File: src/rtl/i2c_byte_target_pkg.sv
`timescale 1ns/1ps
package i2c_byte_target_pkg;
  typedef enum logic [2:0] {
    ST_IDLE, ST_ADDR, ST_ACK, ST_RX, ST_TX, ST_MACK, ST_TXW
  } tgt_state_e;
endpackage

File: src/rtl/i2c_line_sync.sv
`timescale 1ns/1ps
module i2c_line_sync #(
  parameter int SYNC_STAGES = 2
) (
  input  logic clk_i,
  input  logic rst_ni,
  input  logic scl_i,
  input  logic sda_i,
  output logic scl_o,
  output logic sda_o,
  output logic start_o,
  output logic stop_o,
  output logic rise_o,
  output logic fall_o
);
  localparam int MSB = SYNC_STAGES - 1;

  logic [MSB:0] scl_ff, sda_ff;
  logic         scl_q, sda_q;

  always_ff @(posedge clk_i or negedge rst_ni) begin
    if (!rst_ni) begin
      scl_ff <= '1;
      sda_ff <= '1;
      scl_q  <= 1'b1;
      sda_q  <= 1'b1;
    end else begin
      scl_ff <= {scl_ff[MSB-1:0], scl_i};
      sda_ff <= {sda_ff[MSB-1:0], sda_i};
      scl_q  <= scl_ff[MSB];
      sda_q  <= sda_ff[MSB];
    end
  end

  assign scl_o   = scl_ff[MSB];
  assign sda_o   = sda_ff[MSB];
  assign start_o = scl_q & scl_o & sda_q & ~sda_o;
  assign stop_o  = scl_q & scl_o & ~sda_q & sda_o;
  assign rise_o  = ~scl_q & scl_o;
  assign fall_o  = scl_q & ~scl_o;
endmodule

File: src/rtl/i2c_byte_regs.sv
`timescale 1ns/1ps
module i2c_byte_regs #(
  parameter int NUM_REGS = 8,
  parameter int PTR_W    = $clog2(NUM_REGS) + 1
) (
  input  logic             clk_i,
  input  logic             rst_ni,
  input  logic             wr_en_i,
  input  logic [PTR_W-1:0] wr_ptr_i,
  input  logic [7:0]       wr_byte_i,
  input  logic [PTR_W-1:0] rd_ptr_i,
  output logic [7:0]       rd_byte_o
);
  localparam int IDX_W = PTR_W - 1;

  logic [15:0] regs [NUM_REGS];
  logic [15:0] rd_word;

  for (genvar g = 0; g < NUM_REGS; g++) begin : g_reg
    always_ff @(posedge clk_i or negedge rst_ni) begin
      if (!rst_ni) begin
        regs[g] <= '0;
      end else if (wr_en_i && wr_ptr_i[PTR_W-1:1] == IDX_W'(g)) begin
        if (wr_ptr_i[0]) regs[g][7:0]  <= wr_byte_i;
        else             regs[g][15:8] <= wr_byte_i;
      end
    end
  end

  assign rd_word   = regs[rd_ptr_i[PTR_W-1:1]];
  assign rd_byte_o = rd_ptr_i[0] ? rd_word[7:0] : rd_word[15:8];

  AST_EVEN_HIGH: assert property (@(posedge clk_i) disable iff (!rst_ni)
    (wr_en_i && !wr_ptr_i[0]) |=> (regs[$past(wr_ptr_i[PTR_W-1:1])][15:8] == $past(wr_byte_i)
      && regs[$past(wr_ptr_i[PTR_W-1:1])][7:0] == $past(rd_word[7:0])));
  AST_ODD_LOW: assert property (@(posedge clk_i) disable iff (!rst_ni)
    (wr_en_i && wr_ptr_i[0] && wr_ptr_i == rd_ptr_i) |=> (regs[$past(wr_ptr_i[PTR_W-1:1])][7:0] == $past(wr_byte_i)
      && regs[$past(wr_ptr_i[PTR_W-1:1])][15:8] == $past(rd_word[15:8])));
endmodule

File: src/rtl/i2c_tgt_fsm.sv
`timescale 1ns/1ps
module i2c_tgt_fsm
  import i2c_byte_target_pkg::*;
#(
  parameter logic [6:0] DEV_ADDR = 7'h2A,
  parameter int         PTR_W    = 4
) (
  input  logic             clk_i,
  input  logic             rst_ni,
  input  logic             scl_s_i,
  input  logic             sda_s_i,
  input  logic             start_i,
  input  logic             stop_i,
  input  logic             rise_i,
  input  logic             fall_i,
  input  logic [7:0]       rd_byte_i,
  output logic [PTR_W-1:0] ptr_o,
  output logic             wr_en_o,
  output logic [7:0]       wr_byte_o,
  output logic             sda_oe_o
);
  tgt_state_e st;
  logic [7:0] shreg;
  logic [3:0] cnt;
  logic       is_addr, rw, ptr_set;

  assign wr_byte_o = shreg;

  always_ff @(posedge clk_i or negedge rst_ni) begin
    if (!rst_ni) begin
      st       <= ST_IDLE;
      shreg    <= '0;
      cnt      <= '0;
      is_addr  <= 1'b0;
      rw       <= 1'b0;
      ptr_set  <= 1'b0;
      ptr_o    <= '0;
      wr_en_o  <= 1'b0;
      sda_oe_o <= 1'b0;
    end else begin
      wr_en_o <= 1'b0;
      if (wr_en_o) ptr_o <= ptr_o + 1'b1;
      if (start_i) begin
        st       <= ST_ADDR;
        cnt      <= '0;
        sda_oe_o <= 1'b0;
        ptr_set  <= 1'b0;
      end else if (stop_i) begin
        st       <= ST_IDLE;
        sda_oe_o <= 1'b0;
      end else begin
        unique case (st)
          ST_ADDR: begin
            if (rise_i) begin
              shreg <= {shreg[6:0], sda_s_i};
              cnt   <= cnt + 1'b1;
            end else if (fall_i && cnt == 4'd8) begin
              if (shreg[7:1] == DEV_ADDR) begin
                st       <= ST_ACK;
                sda_oe_o <= 1'b1;
                is_addr  <= 1'b1;
                rw       <= shreg[0];
              end else begin
                st <= ST_IDLE;
              end
            end
          end
          ST_ACK: begin
            if (rise_i) begin
              cnt <= 4'd9;
            end else if (fall_i && cnt == 4'd9) begin
              cnt <= '0;
              if (is_addr && rw) begin
                st       <= ST_TX;
                shreg    <= rd_byte_i;
                sda_oe_o <= ~rd_byte_i[7];
              end else begin
                st       <= ST_RX;
                sda_oe_o <= 1'b0;
              end
            end
          end
          ST_RX: begin
            if (rise_i) begin
              shreg <= {shreg[6:0], sda_s_i};
              cnt   <= cnt + 1'b1;
            end else if (fall_i && cnt == 4'd8) begin
              if (!ptr_set) begin
                ptr_o   <= shreg[PTR_W-1:0];
                ptr_set <= 1'b1;
              end else begin
                wr_en_o <= 1'b1;
              end
              st       <= ST_ACK;
              is_addr  <= 1'b0;
              sda_oe_o <= 1'b1;
            end
          end
          ST_TX: begin
            if (rise_i) begin
              cnt <= cnt + 1'b1;
            end else if (fall_i) begin
              if (cnt == 4'd8) begin
                st       <= ST_MACK;
                sda_oe_o <= 1'b0;
                ptr_o    <= ptr_o + 1'b1;
              end else begin
                shreg    <= {shreg[6:0], 1'b0};
                sda_oe_o <= ~shreg[6];
              end
            end
          end
          ST_MACK: begin
            if (rise_i) begin
              if (sda_s_i) begin
                st <= ST_IDLE;
              end else begin
                st    <= ST_TXW;
                shreg <= rd_byte_i;
              end
            end
          end
          ST_TXW: begin
            if (fall_i) begin
              st       <= ST_TX;
              cnt      <= '0;
              sda_oe_o <= ~shreg[7];
            end
          end
          default: ;
        endcase
      end
    end
  end

  AST_START_ADDR: assert property (@(posedge clk_i) disable iff (!rst_ni)
    start_i |=> (st == ST_ADDR && cnt == 4'd0));
  AST_STOP_IDLE: assert property (@(posedge clk_i) disable iff (!rst_ni)
    (stop_i && !start_i) |=> (st == ST_IDLE && !sda_oe_o));
  AST_ADDR_MATCH_ACK: assert property (@(posedge clk_i) disable iff (!rst_ni)
    (st == ST_ADDR && fall_i && cnt == 4'd8 && shreg[7:1] == DEV_ADDR && !start_i && !stop_i)
      |=> (st == ST_ACK && sda_oe_o));
  AST_NO_MATCH_QUIET: assert property (@(posedge clk_i) disable iff (!rst_ni)
    (st == ST_ADDR && fall_i && cnt == 4'd8 && shreg[7:1] != DEV_ADDR && !start_i && !stop_i)
      |=> (st == ST_IDLE && !sda_oe_o));
  AST_PTR_STEP: assert property (@(posedge clk_i) disable iff (!rst_ni)
    wr_en_o |=> ptr_o == $past(ptr_o) + 1'b1);
  AST_NACK_RELEASE: assert property (@(posedge clk_i) disable iff (!rst_ni)
    (st == ST_MACK && rise_i && sda_s_i && !start_i && !stop_i) |=> (st == ST_IDLE && !sda_oe_o));
  AST_OE_SCL_LOW: assert property (@(posedge clk_i) disable iff (!rst_ni)
    !$stable(sda_oe_o) |-> !scl_s_i);
endmodule

File: src/rtl/i2c_byte_target.sv
`timescale 1ns/1ps
module i2c_byte_target #(
  parameter logic [6:0] DEV_ADDR    = 7'h2A,
  parameter int         NUM_REGS    = 8,
  parameter int         SYNC_STAGES = 2
) (
  input  logic clk_i,
  input  logic rst_ni,
  input  logic scl_i,
  input  logic sda_i,
  output logic sda_oe_o
);
  localparam int PTR_W = $clog2(NUM_REGS) + 1;

  logic             scl_s, sda_s, start_evt, stop_evt, scl_rise, scl_fall;
  logic [PTR_W-1:0] ptr;
  logic             wr_en;
  logic [7:0]       wr_byte, rd_byte;

  i2c_line_sync #(.SYNC_STAGES(SYNC_STAGES)) i_sync (
    .clk_i  (clk_i),
    .rst_ni (rst_ni),
    .scl_i  (scl_i),
    .sda_i  (sda_i),
    .scl_o  (scl_s),
    .sda_o  (sda_s),
    .start_o(start_evt),
    .stop_o (stop_evt),
    .rise_o (scl_rise),
    .fall_o (scl_fall)
  );

  i2c_tgt_fsm #(.DEV_ADDR(DEV_ADDR), .PTR_W(PTR_W)) i_fsm (
    .clk_i    (clk_i),
    .rst_ni   (rst_ni),
    .scl_s_i  (scl_s),
    .sda_s_i  (sda_s),
    .start_i  (start_evt),
    .stop_i   (stop_evt),
    .rise_i   (scl_rise),
    .fall_i   (scl_fall),
    .rd_byte_i(rd_byte),
    .ptr_o    (ptr),
    .wr_en_o  (wr_en),
    .wr_byte_o(wr_byte),
    .sda_oe_o (sda_oe_o)
  );

  i2c_byte_regs #(.NUM_REGS(NUM_REGS), .PTR_W(PTR_W)) i_regs (
    .clk_i    (clk_i),
    .rst_ni   (rst_ni),
    .wr_en_i  (wr_en),
    .wr_ptr_i (ptr),
    .wr_byte_i(wr_byte),
    .rd_ptr_i (ptr),
    .rd_byte_o(rd_byte)
  );
endmodule

File: config.mk
export PLATFORM = sky130hd
export DESIGN_NAME = i2c_byte_target
export DESIGN_NICKNAME = d
export VERILOG_FILES = /design/src/rtl/i2c_byte_target_pkg.sv /design/src/rtl/i2c_line_sync.sv /design/src/rtl/i2c_byte_regs.sv /design/src/rtl/i2c_tgt_fsm.sv /design/src/rtl/i2c_byte_target.sv
export SDC_FILE = /design/constraint.sdc
export NUM_CORES = 1
export LEC_CHECK = 0
export BUFFER_PORTS_ARGS = -buffer_cell sky130_fd_sc_hd__buf_2
export CORE_MARGIN = 10
export CORE_UTILIZATION = 35
export CTS_CLUSTER_DIAMETER = 60
export DETAILED_ROUTE_END_ITERATION = 6
export GPL_TIMING_DRIVEN = 0
export SLEW_MARGIN = 5
export SYNTH_ARGS = -nofsm -noshare
export SYNTH_HDL_FRONTEND = slang
export SYNTH_SLANG_ARGS = --single-unit
File: constraint.sdc
create_clock -name clk_i -period 2.2 [get_ports clk_i]
set_input_delay 0.22 -clock clk_i [delete_from_list [all_inputs] [get_ports clk_i]]
set_output_delay 0.22 -clock clk_i [all_outputs]
set_load 0.02 [all_outputs]
# [Word level (Yosys, flattened, before mapping)]
# Index checks and enable logic that the tools add are counted.
[word_totals] register_bits=158 input_bits=4 output_inout_bits=1 elab_cells=217
[classes] order_cmp=1 n_eq_ne=47 n_mux=75 n_addsub=2 bitwise=19 n_reduce_logical=44
[ops] cell="two-way mux 8 bit" n=10
[ops] cell="two-way mux 4 bit" n=15
[ops] cell="binary-select mux 16 bit (select 3 bit)" n=1
[ops] cell="two-way mux 3 bit" n=15
[ops] cell="inequality test 4 x 1 -> 1 bit (second input constant)" n=9
[ops] cell="two-way mux 16 bit" n=2
[ops] cell="case mux 8 bit (4 select lines)" n=1
[ops] cell="AND reduction 2 bit" n=16
[ops] cell="two-way mux 1 bit" n=25
[ops] cell="AND reduction 12 bit" n=2
[ops] cell="== test 3 bit (second input constant)" n=7
[ops] cell="inequality test 2 x 1 -> 1 bit (second input constant)" n=10
[ops] cell="case mux 3 bit (6 select lines)" n=1
[ops] cell="inequality test 4 x 2 -> 1 bit (second input constant)" n=4
[ops] cell="== test 3 x 2 -> 1 bit (second input constant)" n=4
[ops] cell="inequality test 2 bit (second input constant)" n=6
[ops] cell="case mux 4 bit (3 select lines)" n=1
[ops] cell="logical AND 1 bit" n=11
[ops] cell="NOT 1 bit" n=11
[ops] cell="AND reduction 11 bit" n=1
[ops] cell="adder 4 x 1 -> 4 bit (second input constant)" n=2
[ops] cell="== test 4 bit (second input constant)" n=2
[ops] cell="case mux 4 bit (2 select lines)" n=1
[ops] cell="AND reduction 8 bit" n=1
[ops] cell="19 further kinds" n=30

# [Depth between registers and ports, before layout]
[depth] word_depth=12 ltp_mapped=8 depth_no_buf=7

# [Modules after synthesis]
# A second synthesis with hierarchy kept.
[hier_totals] hier_cells=584 hier_area_um2=7995.2
[by_module_without_submodules] mod="i2c_byte_regs" cells_each=368 area_each_um2=5972.0 n_inst=1 seq_area_each_um2=3203.1
[by_module_without_submodules] mod="i2c_tgt_fsm" cells_each=206 area_each_um2=1830.5 n_inst=1 seq_area_each_um2=600.6
[by_module_without_submodules] mod="i2c_line_sync" cells_each=10 area_each_um2=192.7 n_inst=1 seq_area_each_um2=157.7

# [Least setup slack after synthesis]
# OpenSTA, ideal clock, no wires.
[synth_path] kind="flip-flop to flip-flop" startpoint="register i_fsm.cnt[0]" endpoint="register i_fsm.shreg[0], in the netlist i_fsm.wr_byte_o[0]" synth_period_minus_slack_ns=1.977 n_path_buf=0 stages_incl_launch_ff=8 arrival_time_ns=1.852 required_time_ns=2.075 setup_ns=0.125 setup_slack_ns=0.223 path_cell_list="dfrtp_1 > inv_1 > ha_1 > nand3b_1 > a31oi_1 > o22a_1 > nor3_4 > mux2_2"
[synth_via] elab_chain_len=4 word_cells_on_any_way=6 classes_between="4 x eq/ne; 2 x reduce/logical"
[synth_rtl] item="from (decl)" line="i2c_tgt_fsm.sv:24" text="logic [3:0] cnt;"
[synth_rtl] item="from (signal assigned)" line="i2c_tgt_fsm.sv:56" text="cnt <= cnt + 1'b1;"
[synth_rtl] item="from (signal assigned)" line="i2c_tgt_fsm.sv:86" text="cnt <= cnt + 1'b1;"
[synth_rtl] item="from (signal assigned)" line="i2c_tgt_fsm.sv:101" text="cnt <= cnt + 1'b1;"
[synth_rtl] item="== test 4 bit" line="i2c_tgt_fsm.sv:71" text="end else if (fall_i && cnt == 4'd9) begin"
[synth_rtl] item="logical AND 1 bit" line="i2c_tgt_fsm.sv:71"
[synth_rtl] item="inequality test 2 x 1 -> 1 bit (no source line)"
[synth_rtl] item="AND reduction 12 bit (no source line) (*)"
[synth_rtl] item="to (signal assigned)" line="i2c_tgt_fsm.sv:75" text="shreg <= rd_byte_i;"
[synth_rtl] item="to (signal assigned)" line="i2c_tgt_fsm.sv:85" text="shreg <= {shreg[6:0], sda_s_i};"
[synth_rtl] item="to (signal assigned)" line="i2c_tgt_fsm.sv:108" text="shreg <= {shreg[6:0], 1'b0};"
[synth_rtl] item="to (decl)" line="i2c_tgt_fsm.sv:23" text="logic [7:0] shreg;"
# Mark *: on every way between the ends. The rest lies on a longest branch, timed or not.
# A chain may end at the register's enable or synchronous reset.

# [Worst setup path in the final report]
[layout_path] startpoint="register i_fsm.ptr_o[1]" endpoint="register i_fsm.shreg[0], in the netlist i_fsm.wr_byte_o[0]"
[layout_via] elab_chain_len=9 word_cells_on_any_way=11 classes_between="10 x mux; 1 x bitwise"
[layout_rtl] item="from (decl)" line="i2c_tgt_fsm.sv:17" text="output logic [PTR_W-1:0] ptr_o,"
[layout_rtl] item="from (signal assigned)" line="i2c_tgt_fsm.sv:42" text="if (wr_en_o) ptr_o <= ptr_o + 1'b1;"
[layout_rtl] item="from (signal assigned)" line="i2c_tgt_fsm.sv:89" text="ptr_o <= shreg[PTR_W-1:0];"
[layout_rtl] item="from (signal assigned)" line="i2c_tgt_fsm.sv:106" text="ptr_o <= ptr_o + 1'b1;"
[layout_rtl] item="NOT 3 -> 4 bit (implied by the code) (*)" line="i2c_byte_regs.sv:30" text="assign rd_word = regs[rd_ptr_i[PTR_W-1:1]];"
[layout_rtl] item="binary-select mux 16 bit (select 3 bit) (*)" line="i2c_byte_regs.sv:30"
[layout_rtl] item="two-way mux 16 bit (implied by the code) (*) (2 in series)" line="i2c_byte_regs.sv:30"
[layout_rtl] item="two-way mux 8 bit (*)" line="i2c_byte_regs.sv:31" text="assign rd_byte_o = rd_ptr_i[0] ? rd_word[7:0] : rd_word[15:8];"
[layout_rtl] item="two-way mux 8 bit" line="i2c_tgt_fsm.sv:73" text="if (is_addr && rw) begin"
[layout_rtl] item="two-way mux 8 bit" line="i2c_tgt_fsm.sv:71"
[layout_rtl] item="two-way mux 8 bit" line="i2c_tgt_fsm.sv:69" text="if (rise_i) begin"
[layout_rtl] item="case mux 8 bit (4 select lines) (*)" line="i2c_tgt_fsm.sv:52" text="unique case (st)"
[layout_rtl] item="to (signal assigned)" line="i2c_tgt_fsm.sv:55" text="shreg <= {shreg[6:0], sda_s_i};"
[layout_rtl] item="to (signal assigned)" line="i2c_tgt_fsm.sv:75"
[layout_rtl] item="to (signal assigned)" line="i2c_tgt_fsm.sv:85"
# Mark *: on every way between the ends. The rest lies on a longest branch, timed or not. The select of a mux whose other input is x is not followed.

==> results.md <==
- The ratio of final minimum period to clock period is 98.2%.
- The critical path goes through buf_12 > buf_12 > mux4_2 > a22o_1 > a221oi_2 > o21ai_1 > mux2_4.
- Among the stages of the critical path, the cell type that occurs most often is buf_12.
- For this configuration, the core starts out at a cell density of 35.7%.
- The post-detailed-placement cell area is 8220 µm².
- Global routing used 13.8% of the available tracks.
- The number of antenna diodes in the final layout is 0.
- STA classifies the critical path endpoint as a register.
- The count of nets left with antenna violations after detail routing is 0.
- The number of max-slew violations in the final report is 0.
- Entering global routing, the biggest net connects 99 pins.
- After synthesis, the netlist uses 63 different library cells.
- The count of buffers from port buffering is 4.
- The data required time at the worst endpoint is 2.51 ns.
- The clock buffer count from CTS is 17.
- The startpoint type of the worst setup path is a register.
- The accumulated negative setup slack is 0 ns.
- The number of standard cells after synthesis is 575.
- In the synthesized netlist the async set-or-reset flop fraction comes to 100%.
- The highest layer touched by signal routing is met4.
- Of the total synthesized cell area, the portion taken by XOR and XNOR cells is 0.336%.
- In the routed layout, each cell is associated on average with a via count of 5.65.
- The smallest hold slack is 0.339 ns.
- Setup violations remaining at the end of the flow were counted as 0.
- The average instance in the mapped netlist occupies 13.6 µm².
- The tool flagged a number of max-cap violations equal to 0.
- The final instance count without filler cells is 904.
- Clock-pin slew was measured on the worst setup and hold paths at 0.07 ns.
- The worst setup path is of the register to register kind.
- After synthesis, the largest family of logic cells by area is multiplexers.
- The final hold violation count is 0.
- The number of nets in the layout is 619.
- The maximum VDD drop is 439 µV.
- The layout cell share with drive strength beyond 1 is 41.5%.
- The endpoint arrival time on the critical path is 2.47 ns.
- The number of warnings printed during yosys synthesis is 0.
- The compound-cell area share of the yosys netlist is 7.22%.
- The maximum fanout count along the critical path is 7.
- The via count of the first global-routing pass came to 5294.
- The mux contribution to synthesized area is 30.5%.
- The design draws 0.00724 W.
- Setup repair after global routing could not meet its margin everywhere.
- The first detailed-routing pass ran for 7 iterations.
- The share of the Yosys chip area taken by registers is 50.7%.
- The routability-driven placement congestion ratio is 0.896.
- The fraction of the mapped netlist area in simple logic gates is 7.24%.
- The slowest library cell on the worst path is mux4_2.
- TritonCTS built the clock tree.
- The maximum clock frequency is 0.463 GHz.
- The die is 169 µm tall.
- The routed design uses 9700 µm of met2 wire.
- Summed over all layers, the global routing overflow is 0.
- The delay of the slowest cell on the worst path is 0.50 ns.
- The first global-routing pass estimated 30800 µm of wire.
- The headroom to the max-slew limit is 48.1%.
- The number of clock sinks is 158.
- For this design the static power due to leakage is 4.09 nW.
- The synthesized design contains 0 enable-type register cells.
- No sink is reached through more buffers than the 2 on the longest clock path.
- The post-synthesis share of cell area spent on full adders, half adders and majority gates is 0.640%.
- The horizontal extent of the die is 169 µm.
- The total routed wirelength is 19400 µm.
- The clock root buffer is clkbuf_16.
- Compared with the post-synthesis result, the final layout area differs by 16.2%.
- The full die area is 28700 µm².
- After detailed placement, the design holds a cell count of 860.
- The type of the worst min-delay path is input port to async pin.
- In this run the number of H-tree levels came out at 4.
- The post-layout minimum cycle time is 2.16 ns.
- After detailed routing, the wire length on met1 is 8480 µm.
- The mapped netlist covers 7810 µm².
- The average detailed-routed wire length per instance is 21.5 µm.
- The number of cell rows is 54.
- The worst-case clock skew is 0.0120 ns.
- After detailed routing, the met3 layer carries 888 µm of wire.
- The top flip-flop cell by instance count after synthesis is dfrtp_1.
- The flow ran to the end, and the final reports show no timing, DRC or antenna violations.
- The via count is 5108.
- The post-synth net total is 583.
- At the later pin of the worst-skew pair, clock insertion delay measures 0.43 ns.
- The I/O pin count is 5.
- The number of antenna violations at the first check in global routing is 0.
- After the first detailed-routing iteration, the DRC count stood at 300.
- The DRC violations left is 0.
- The post-DP HPWL is 13100 µm.
- The transition time of the tightest slew-check pin is 0.777 ns.
- The cell area after layout is 9080 µm².
- Dividing total power by cell area gives a power density of 797 nW/µm².
- In this run the standard cell core region covers 21900 µm².
- Counting flops and latches in the post-synthesis netlist gives 158.
==> final timing paths <==
kind	from	end	slack, ns	cells after the start
max in group asynchronous	rst_ni	i_regs.regs[4]	0.99	3
min in group clk_i	i_sync.sda_ff[0]	i_sync.sda_ff[1]	0.36	0
worst max-delay path	i_fsm.ptr_o[1]	i_fsm.wr_byte_o[0]	0.04	7
worst max register to register	i_fsm.ptr_o[1]	i_fsm.wr_byte_o[0]	0.04	7
worst min register to register	i_sync.sda_ff[0]	i_sync.sda_ff[1]	0.36	0
worst min-delay path	rst_ni	i_fsm.sda_oe_o	0.34	2
==> area by class of cell <==
cell class                 instances  area, µm²
fill                            2016      12800
sequential                       158       3960
multi-input combinational        365       3690
clock buffer                      18        429
tap                              280        350
buffer                            43        282
timing repair buffer              19        195
clock inverter                    14        150
inverter                           7       26.3
==> logic make-up (layout without fill, tap and decap cells) <==
| logic type | Yosys count | count (layout) |
|---|---|---|
| compound gates | 82 | 82 |
| xor+xnor | 3 | 3 |
| fa+ha+maj | 4 | 4 |
| buf+inv | 52 | 101 |
| flops | 158 | 158 |
| mux | 175 | 175 |
| simple gates | 101 | 101 |
==> Yosys cell counts (5+ instances only) <==
| library cell | instances | area [µm²] |
|---|---|---|
| dfrtp_1 | 152 | 3800 |
| mux2_2 | 134 | 1510 |
| nand2_1 | 26 | 97.6 |
| clkbuf_1 | 23 | 86.3 |
| mux4_2 | 21 | 473 |
| nor2_1 | 19 | 71.3 |
| o21ai_0 | 13 | 65.1 |
| a21oi_1 | 11 | 55.1 |
| mux4_1 | 11 | 289 |
| buf_2 | 10 | 50.1 |
| nand2b_1 | 8 | 50.1 |
| nor3_1 | 8 | 40.0 |
| a31oi_1 | 7 | 43.8 |
| inv_1 | 7 | 26.3 |
| nand3_1 | 7 | 35.0 |
| a221oi_1 | 6 | 52.6 |
| a22o_1 | 6 | 52.6 |
| dfstp_2 | 6 | 158 |
| o21ai_1 | 6 | 30.0 |
| mux2_4 | 5 | 75.1 |
==> cell usage in the layout, fill, tap and decap left out, types with 7 or more instances in the layout <==
master and n:
a31oi_1 7, dfrtp_1 152, a21oi_1 11, mux2_2 133, buf_4 8, nand2b_1 8
clkbuf_1 19, mux4_1 8, buf_2 11, inv_1 7, o21ai_0 13, nand2_1 24
clkbuf_16 17, nor3_1 8, nor2_1 16, mux4_2 24
==> what timing repair did <==
action | in CTS | in global routing
hold buffers | 3 | 0
gates resized for setup | 14 | 31
pin swaps | 2 | 5
endpoints found under the setup margin | 86 | 74
endpoints found under the hold margin | 56 | 0
buffers inserted | 4 | 7
==> registers in the layout, indices dropped and copies added (netlist names), 2 cells and up <==
register and cells:
i_fsm.cnt 4, i_fsm.ptr_o 4, i_fsm.st 3, i_fsm.wr_byte_o 8, i_regs.regs 128, i_sync.scl_ff 2, i_sync.sda_ff 2
==> routing by layer <==
metal,track usage [%],vias up
li1,-,2242
met1,17.3,2683
met2,23.3,152
met3,3.10,31
met4,4.20,0
met5,0,-
==> through the flow <==
stage	worst slack, ns	util [%]
floorplan	0.223	-
global placement	-1.24	37.4
detailed placement	-0.250	37.5
CTS	-0.0159	40.8
global route	-0.0245	41.5
finish	0.0386	41.5
==> worst max-delay path: cells and delay by family, from the launching register on <==
family	cells	cell delay [ns]
compound gates	3	0.60
flops	1	0.40
mux	2	0.76
buf+inv	2	0.28
==> where the power goes <==
group,internal [W],switching (W),leakage [nW]
Sequential,0.00300,0.0000942,2.18
Combinational,0.000398,0.000831,1.63
Clock,0.00160,0.00131,0.278
No activity file was read; power rests on OpenSTA's default activity.
